`src/rtl/memtest_pkg.sv`:
```
package memtest_pkg;

  localparam int DATA_W = 32;

  localparam logic [1:0] SEL_FULL  = 2'd0;
  localparam logic [1:0] SEL_LOWER = 2'd1;
  localparam logic [1:0] SEL_UPPER = 2'd2;

  typedef enum logic [2:0] {
    ST_IDLE,
    ST_FILL,
    ST_READ,
    ST_DRAIN,
    ST_END
  } state_e;

  // Data pattern for a word: its address, or the complement of it.
  function automatic logic [DATA_W-1:0] word_pattern(logic [DATA_W-1:0] a, logic inv);
    return inv ? ~a : a;
  endfunction

  function automatic int unsigned region_base(logic [1:0] sel, int unsigned bank);
    return (sel == SEL_UPPER) ? bank : 0;
  endfunction

  function automatic int unsigned region_len(logic [1:0] sel, int unsigned bank);
    return (sel == SEL_LOWER || sel == SEL_UPPER) ? bank : 2 * bank;
  endfunction

  function automatic logic [7:0] fault_code(logic [1:0] sel, logic inv);
    logic [7:0] c;
    if (sel == SEL_LOWER)      c = 8'd13;
    else if (sel == SEL_UPPER) c = 8'd15;
    else                       c = 8'd11;
    return c + {7'd0, inv};
  endfunction

  // Chunk number (from 1) that holds a given offset.
  function automatic int unsigned step_index(int unsigned off, int unsigned step);
    return off / step + 1;
  endfunction

endpackage

```
`src/rtl/memtest_walker.sv`:
```
module memtest_walker import memtest_pkg::*; #(
  parameter int AW = 18,
  parameter int STEP_WORDS = 32768,
  parameter int PW = 4,
  localparam int LW = AW + 1,
  localparam int SW = (STEP_WORDS > 1) ? $clog2(STEP_WORDS) : 1
) (
  input  logic          clk,
  input  logic          rst_n,
  input  logic          load,
  input  logic [AW-1:0] base,
  input  logic [LW-1:0] len,
  input  logic          adv,
  output logic [AW-1:0] addr,
  output logic          last,
  output logic [PW-1:0] progress
);

  logic [AW-1:0] addr_q, off_q;
  logic [LW-1:0] len_q;
  logic [SW-1:0] in_step_q;
  logic [PW-1:0] prog_q;
  logic          step_wrap;

  assign step_wrap = (in_step_q == SW'(STEP_WORDS - 1));
  assign last      = ({1'b0, off_q} == len_q - LW'(1));
  assign addr      = addr_q;
  assign progress  = prog_q;

  always_ff @(posedge clk or negedge rst_n) begin
    if (!rst_n) begin
      addr_q    <= '0;
      off_q     <= '0;
      len_q     <= '0;
      in_step_q <= '0;
      prog_q    <= '0;
    end else if (load) begin
      addr_q    <= base;
      off_q     <= '0;
      len_q     <= len;
      in_step_q <= '0;
      prog_q    <= PW'(1);
    end else if (adv) begin
      addr_q <= addr_q + AW'(1);
      off_q  <= off_q + AW'(1);
      if (step_wrap) begin
        in_step_q <= '0;
        prog_q    <= prog_q + PW'(1);
      end else begin
        in_step_q <= in_step_q + SW'(1);
      end
    end
  end


  step_count_chk: assert property (@(posedge clk) disable iff (!rst_n)
    (prog_q != '0) |-> (prog_q == PW'(step_index(32'(off_q), STEP_WORDS))));

endmodule

```
`src/rtl/memtest_verify.sv`:
```
module memtest_verify import memtest_pkg::*; #(
  parameter int AW = 18
) (
  input  logic              clk,
  input  logic              rst_n,
  input  logic              issue,
  input  logic [AW-1:0]     addr,
  input  logic              inv,
  input  logic [DATA_W-1:0] rdata,
  output logic              cmp_valid,
  output logic [AW-1:0]     cmp_addr,
  output logic              mismatch
);

  logic              valid_q, inv_q;
  logic [AW-1:0]     addr_q;
  logic [DATA_W-1:0] expect_w;

  always_ff @(posedge clk or negedge rst_n) begin
    if (!rst_n) begin
      valid_q <= 1'b0;
      addr_q  <= '0;
      inv_q   <= 1'b0;
    end else begin
      valid_q <= issue;
      if (issue) begin
        addr_q <= addr;
        inv_q  <= inv;
      end
    end
  end

  assign expect_w  = word_pattern(DATA_W'(addr_q), inv_q);
  assign mismatch  = valid_q && (rdata != expect_w);
  assign cmp_valid = valid_q;
  assign cmp_addr  = addr_q;


  halt_after_miss_chk: assert property (@(posedge clk) disable iff (!rst_n)
    mismatch |=> !issue);


  compare_follows_read_chk: assert property (@(posedge clk) disable iff (!rst_n)
    issue |=> (cmp_valid && cmp_addr == $past(addr)));

endmodule

```
`src/rtl/memtest_ctrl.sv`:
```
module memtest_ctrl import memtest_pkg::*; #(
  parameter int AW = 18
) (
  input  logic          clk,
  input  logic          rst_n,
  input  logic          start,
  input  logic [1:0]    region,
  input  logic          last,
  input  logic          cmp_valid,
  input  logic          mismatch,
  input  logic [AW-1:0] cmp_addr,
  output logic [1:0]    region_act,
  output logic          load,
  output logic          adv,
  output logic          req,
  output logic          we,
  output logic          read_phase,
  output logic          inv,
  output logic          busy,
  output logic          done,
  output logic          fail,
  output logic [7:0]    err_code,
  output logic [AW-1:0] err_addr
);

  state_e        st_q, st_d;
  logic          inv_q, done_q, fail_q;
  logic [1:0]    region_q;
  logic [7:0]    code_q;
  logic [AW-1:0] eaddr_q;
  logic          go, pass_ok, checking, miss_hit;

  always_comb begin
    go         = start && (st_q == ST_IDLE || st_q == ST_END);
    region_act = go ? region : region_q;
    req        = (st_q == ST_FILL) || (st_q == ST_READ);
    we         = (st_q == ST_FILL);
    read_phase = (st_q == ST_READ) || (st_q == ST_DRAIN);
    busy       = req || (st_q == ST_DRAIN);
    adv        = req && !last;
    checking   = read_phase;
    miss_hit   = checking && mismatch;
    pass_ok    = (st_q == ST_DRAIN) && cmp_valid && !mismatch;
    load       = go || ((st_q == ST_FILL) && last) || (pass_ok && !inv_q);

    st_d = st_q;
    unique case (st_q)
      ST_IDLE, ST_END: if (go) st_d = ST_FILL;
      ST_FILL:         if (last) st_d = ST_READ;
      ST_READ: begin
        if (miss_hit)  st_d = ST_END;
        else if (last) st_d = ST_DRAIN;
      end
      ST_DRAIN: begin
        if (miss_hit)     st_d = ST_END;
        else if (pass_ok) st_d = inv_q ? ST_END : ST_FILL;
      end
      default:          st_d = ST_IDLE;
    endcase
  end

  always_ff @(posedge clk or negedge rst_n) begin
    if (!rst_n) begin
      st_q     <= ST_IDLE;
      inv_q    <= 1'b0;
      region_q <= SEL_FULL;
      done_q   <= 1'b0;
      fail_q   <= 1'b0;
      code_q   <= '0;
      eaddr_q  <= '0;
    end else begin
      st_q <= st_d;
      if (go) begin
        inv_q    <= 1'b0;
        region_q <= region;
        done_q   <= 1'b0;
        fail_q   <= 1'b0;
        code_q   <= '0;
        eaddr_q  <= '0;
      end else if (miss_hit) begin
        done_q  <= 1'b1;
        fail_q  <= 1'b1;
        code_q  <= fault_code(region_q, inv_q);
        eaddr_q <= cmp_addr;
      end else if (pass_ok) begin
        if (inv_q) done_q <= 1'b1;
        else       inv_q  <= 1'b1;
      end
    end
  end

  assign inv      = inv_q;
  assign done     = done_q;
  assign fail     = fail_q;
  assign err_code = code_q;
  assign err_addr = eaddr_q;


  inverse_after_clean_chk: assert property (@(posedge clk) disable iff (!rst_n)
    $rose(inv_q) |-> (!fail_q && req && we));

endmodule

```
`src/rtl/memtest_engine.sv`:
```
module memtest_engine import memtest_pkg::*; #(
  parameter int BANK_WORDS = 131072,
  parameter int STEP_WORDS = 32768,
  localparam int AW = $clog2(2 * BANK_WORDS),
  localparam int LW = AW + 1,
  localparam int MAX_STEPS = (2 * BANK_WORDS + STEP_WORDS - 1) / STEP_WORDS,
  localparam int PW = $clog2(MAX_STEPS + 1)
) (
  input  logic              clk,
  input  logic              rst_n,
  input  logic              start,
  input  logic [1:0]        region,
  output logic              mem_req,
  output logic              mem_we,
  output logic [AW-1:0]     mem_addr,
  output logic [DATA_W-1:0] mem_wdata,
  input  logic [DATA_W-1:0] mem_rdata,
  output logic              busy,
  output logic              phase_read,
  output logic              pass_inv,
  output logic [PW-1:0]     progress,
  output logic              done,
  output logic              fail,
  output logic [7:0]        err_code,
  output logic [AW-1:0]     err_addr
);

  logic [1:0]    region_act;
  logic          load, adv, last;
  logic          cmp_valid, mismatch;
  logic [AW-1:0] cmp_addr;
  logic [AW-1:0] base_w;
  logic [LW-1:0] len_w;

  assign base_w = AW'(region_base(region_act, BANK_WORDS));
  assign len_w  = LW'(region_len(region_act, BANK_WORDS));

  memtest_ctrl #(.AW(AW)) u_ctrl (
    .clk(clk), .rst_n(rst_n), .start(start), .region(region),
    .last(last), .cmp_valid(cmp_valid), .mismatch(mismatch), .cmp_addr(cmp_addr),
    .region_act(region_act), .load(load), .adv(adv), .req(mem_req), .we(mem_we),
    .read_phase(phase_read), .inv(pass_inv), .busy(busy), .done(done), .fail(fail),
    .err_code(err_code), .err_addr(err_addr)
  );

  memtest_walker #(.AW(AW), .STEP_WORDS(STEP_WORDS), .PW(PW)) u_walk (
    .clk(clk), .rst_n(rst_n), .load(load), .base(base_w), .len(len_w), .adv(adv),
    .addr(mem_addr), .last(last), .progress(progress)
  );

  assign mem_wdata = word_pattern(DATA_W'(mem_addr), pass_inv);

  memtest_verify #(.AW(AW)) u_vfy (
    .clk(clk), .rst_n(rst_n), .issue(mem_req && !mem_we), .addr(mem_addr),
    .inv(pass_inv), .rdata(mem_rdata), .cmp_valid(cmp_valid), .cmp_addr(cmp_addr),
    .mismatch(mismatch)
  );


  region_bounds_chk: assert property (@(posedge clk) disable iff (!rst_n)
    mem_req |-> ({1'b0, mem_addr} >= {1'b0, base_w} &&
                 {1'b0, mem_addr} <  {1'b0, base_w} + len_w));


  ascending_addr_chk: assert property (@(posedge clk) disable iff (!rst_n)
    (mem_req && $past(mem_req) && phase_read == $past(phase_read))
      |-> (mem_addr == $past(mem_addr) + AW'(1)));


  read_no_write_chk: assert property (@(posedge clk) disable iff (!rst_n)
    (mem_req && phase_read) |-> !mem_we);


  code_range_chk: assert property (@(posedge clk) disable iff (!rst_n)
    fail |-> (err_code >= 8'd11 && err_code <= 8'd16));


  result_hold_chk: assert property (@(posedge clk) disable iff (!rst_n)
    (done && !start) |=> (done && $stable(fail) && $stable(err_code) && $stable(err_addr)));

endmodule

```
`config.mk`:
```
export PLATFORM = sky130hd
export DESIGN_NAME = memtest_engine
export DESIGN_NICKNAME = d
export VERILOG_FILES = /design/src/rtl/memtest_pkg.sv /design/src/rtl/memtest_walker.sv /design/src/rtl/memtest_verify.sv /design/src/rtl/memtest_ctrl.sv /design/src/rtl/memtest_engine.sv
export SDC_FILE = /design/constraint.sdc
export NUM_CORES = 1
export LEC_CHECK = 0
export BUFFER_PORTS_ARGS = -buffer_cell sky130_fd_sc_hd__buf_2
export CAP_MARGIN = 30
export CELL_PAD_IN_SITES_DETAIL_PLACEMENT = 0
export CELL_PAD_IN_SITES_GLOBAL_PLACEMENT = 1
export CORE_MARGIN = 3
export CORE_UTILIZATION = 45
export CTS_CLUSTER_SIZE = 28
export DETAILED_ROUTE_END_ITERATION = 7
export PLACE_DENSITY = 0.87
export SYNTH_ARGS = -nofsm -noshare
export SYNTH_HDL_FRONTEND = slang
export SYNTH_SLANG_ARGS = --single-unit
```
`constraint.sdc`:
```
create_clock -name clk -period 4.4 [get_ports clk]
set_input_delay 0 -clock clk [delete_from_list [all_inputs] [get_ports clk]]
set_output_delay 0 -clock clk [all_outputs]
set_load 0.01 [all_outputs]
```
==> reports/metrics.cfg <==
[run]
max_cap_violations = 0

[final_layout]
nFillCells = 1168
antennaDiodeCount = 0
area_growth_pct = 16.8
final_layout_size_suffix_gt1_share_pct = 21.5
nets = 782

[status]
status = finished, final reports clean

[die]
dieArea_um2 = 14400
fp-row-count = 41
ios = 124
core_region_area_um2 = 12700
start_util_pct = 46.1
die_w_um = 120
die_y_um = 120

[power_and_ir_drop]
leakage_nw = 3.44
power_switching_w = 0.000932
clockPowerShare_pct = 32.3
p_comb_share_pct = 23.5
swShare_pct = 32.2
p_per_area_nw_per_um2 = 423
p_int_w = 0.00196
power.total_w = 0.00289
pwr-share-seq_pct = 44.2
ir_worst_vdd_mv = 0.244

[global_route]
antenna_found_initial = 0
track_usage_pct = 20.2
overflow = 0
grt_pass1_wl_um = 23500
grt_pass1_vias = 4781
grt_max_degree = 65

[placement]
port-buffer-count = 120
routabilityCongestion = 0.887
place_hpwl_um = 10200

[timing]
period_share_pct = 75.2
slew_headroom_pct = 45.5
tns_ps = 0
max_slew.worst_pin.slew_ps = 818
fmax_mhz = 302
skew_ps = 9.20
setup_viol = 0
slew_viol_final = 0
hold_viol = 0
fin_crit_ps = 3310
rsz0062_at_grt = no

[detailed_routing]
drt_iter0_drc = 496
routedWlPerCell_um = 15.7
vias = 4887
wl_um = 14300
routed_via_density = 5.35
drc = 0
ant_nets = 0
first_pass_iters = 7

[synthesis]
async_reset_ff_share_pct = 100
ys_warn_count = 0
synth-main-ff-cell = dfrtp_1
ys_seq_area_share_pct = 46.2
syn_avg_cell_area_um2 = 9.13
synthesis.area_um2 = 5850
synth-seq-cells = 108
synth.distinct_cells = 59
synth_edf_count = 0
syn_inst = 640

[clock_network]
clkTransAtPathRegs_ps = 70
numCtsBuffers = 9
cts_root_buf = clkbuf_16
cts_buffer_depth = 2
cts_tree = done
cts.sinks = 108
htree_levels = 3
cts_resized = 0
insertion_delay_ps = 360

[hold_path]
min_path_type = primary input to flop

[setup_path]
crit_arrival_ps = 3530
path_max_fanout = 43
critPathRequiredTime_ps = 4620
worstSetupPathType = flop to flop
end_kind = flop
cp-start-kind = flop

-- cells in the mapped netlist (2+ instances only) --
| cell type | instances | share of area (%) |
|---|---|---|
| a22oi_1 | 2 | 0.26 |
| a21oi_1 | 16 | 1.4 |
| mux2i_1 | 4 | 0.68 |
| nor2b_1 | 5 | 0.54 |
| buf_1 | 3 | 0.19 |
| or4_1 | 4 | 0.51 |
| a211oi_1 | 4 | 0.51 |
| ha_1 | 9 | 1.9 |
| a31oi_1 | 2 | 0.21 |
| nand4b_1 | 2 | 0.30 |
| and3_1 | 17 | 1.8 |
| clkbuf_1 | 14 | 0.90 |
| nand3b_1 | 2 | 0.26 |
| o21a_1 | 5 | 0.64 |
| a21o_1 | 4 | 0.51 |
| o22ai_1 | 3 | 0.32 |
| dfrtp_1 | 108 | 46 |
| mux2_2 | 11 | 2.1 |
| and4_1 | 3 | 0.45 |
| a2111oi_0 | 2 | 0.30 |
| o21ai_0 | 40 | 3.4 |
| nor2_1 | 78 | 5.0 |
| xor2_1 | 51 | 7.6 |
| a221oi_1 | 2 | 0.30 |
| o221ai_1 | 2 | 0.30 |
| inv_1 | 24 | 1.5 |
| o2111ai_1 | 2 | 0.30 |
| nor3_1 | 6 | 0.51 |
| buf_2 | 9 | 0.77 |
| nor4_1 | 6 | 0.64 |
| buf_6 | 5 | 0.96 |
| nand3_1 | 22 | 1.9 |
| nand4_1 | 17 | 1.8 |
| o21ai_1 | 7 | 0.60 |
| buf_4 | 17 | 2.2 |
| o31ai_1 | 3 | 0.39 |
| nand2_1 | 90 | 5.8 |
| xnor2_1 | 18 | 2.7 |
-- metrics by stage --
stage	cells	hold slack, ps	area (um^2)	setup WS, ps	util [%]
3_3_place_gp	893	130	6430	1260	50.8
6_report	913	179	6830	1090	53.9
2_1_floorplan	642	-296	5850	2170	-
5_1_grt	913	194	6830	882	53.9
4_1_cts	913	175	6830	1110	53.9
3_5_place_dp	894	134	6450	1160	50.9
-- kinds of logic (layout without fill, tap and decap cells) --
kind of cell,Yosys count,in the layout,share of synthesized area (%)
AND/OR/NAND/NOR,260,260,20.9
flip-flops,108,108,46.2
AO/OA/AOI/OAI,105,105,11.1
buffers and inverters,73,172,6.61
XOR/XNOR,69,69,10.3
multiplexers,15,15,2.80
adder cells (fa/ha/maj),9,9,1.93
other,1,3,0.0642
-- worst max-delay path, cell delays in order (launching register included) --
cell	delay, ps
dfrtp_1	610
or4_1	610
o31ai_1	200
nand4_1	230
nor4_4	400
a21o_1	500
buf_4	490
nor2_1	110
-- final timing paths --
path                            slack, ps                               to  depth (start not counted)               startpoint
worst max-delay path                 1090       u_walk.addr[9]$_DFFE_PN0P_                          7  u_vfy.inv_q$_DFFE_PN0P_
worst min-delay path                  180          u_ctrl.done$_DFFE_PN0P_                          4                    start
worst max register to register       1090       u_walk.addr[9]$_DFFE_PN0P_                          7  u_vfy.inv_q$_DFFE_PN0P_
worst min register to register        490          u_ctrl.done$_DFFE_PN0P_                          1  u_ctrl.done$_DFFE_PN0P_
max in group asynchronous            3040  u_ctrl.err_addr[11]$_DFFE_PN0P_                          3                    rst_n
min in group asynchronous             270   u_ctrl.err_code[1]$_DFFE_PN0P_                          2                    rst_n
-- layout make-up --
type                    instances  area (um^2)  area share, %
clock buffers                  11          243           3.55
flip-flops and latches        108         2700           39.6
multi-input cells             461         2770           40.5
inverters                      25         93.8           1.37
clock inverters                 5          106           1.56
repair buffers                131          701           10.3
well taps                     172          215           3.15
-- placed cells by master, fill, tap and decap left out, types with 5 or more instances in the layout --
master,instances
o21a_1,5
nand4_1,17
nor2b_1,5
nand2_1,90
buf_4,8
and3_1,17
xnor2_1,18
a21oi_1,15
nor4_1,6
o21ai_1,7
ha_1,9
buf_2,119
nand3_1,22
dfrtp_1,108
xor2_1,51
clkbuf_16,9
nor2_1,78
mux2_2,11
inv_1,24
o21ai_0,40
nor3_1,6
-- sequential cells by signal, indices dropped and copies added (netlist names) --
register,flops
u_ctrl.done,1
u_ctrl.err_addr,18
u_ctrl.err_code,5
u_ctrl.fail,1
u_ctrl.inv,1
u_ctrl.region_q,2
u_ctrl.st_q,3
u_vfy.cmp_addr,18
u_vfy.cmp_valid,1
u_vfy.inv_q,1
u_walk.addr,18
u_walk.in_step_q,15
u_walk.len_q,2
u_walk.off_q,18
u_walk.progress,4
-- per-layer routing --
layer	global-route usage, %	vias up	wire length, um
li1	-	2364	-
met1	26.6	2374	6390
met2	33.5	138	6940
met3	5.09	11	866
met4	5.23	0	124
met5	0	-	0
-- power groups by stage --
stage | clock network, W | registers [W] | logic, W
3_3_place_gp | 0 | 0.00129 | 0.000647
4_1_cts | 0.000956 | 0.00128 | 0.000689
6_report | 0.000934 | 0.00128 | 0.000680
2_1_floorplan | 0 | 0.00123 | 0.000481
3_5_place_dp | 0 | 0.00129 | 0.000683
5_1_grt | 0.000994 | 0.00130 | 0.000771
-- repair_timing --
item,in CTS,in global routing
hold endpoints to repair,65,0
hold buffers,3,0
setup buffers,0,0
Note: power is estimated with default switching activity, not from simulation.
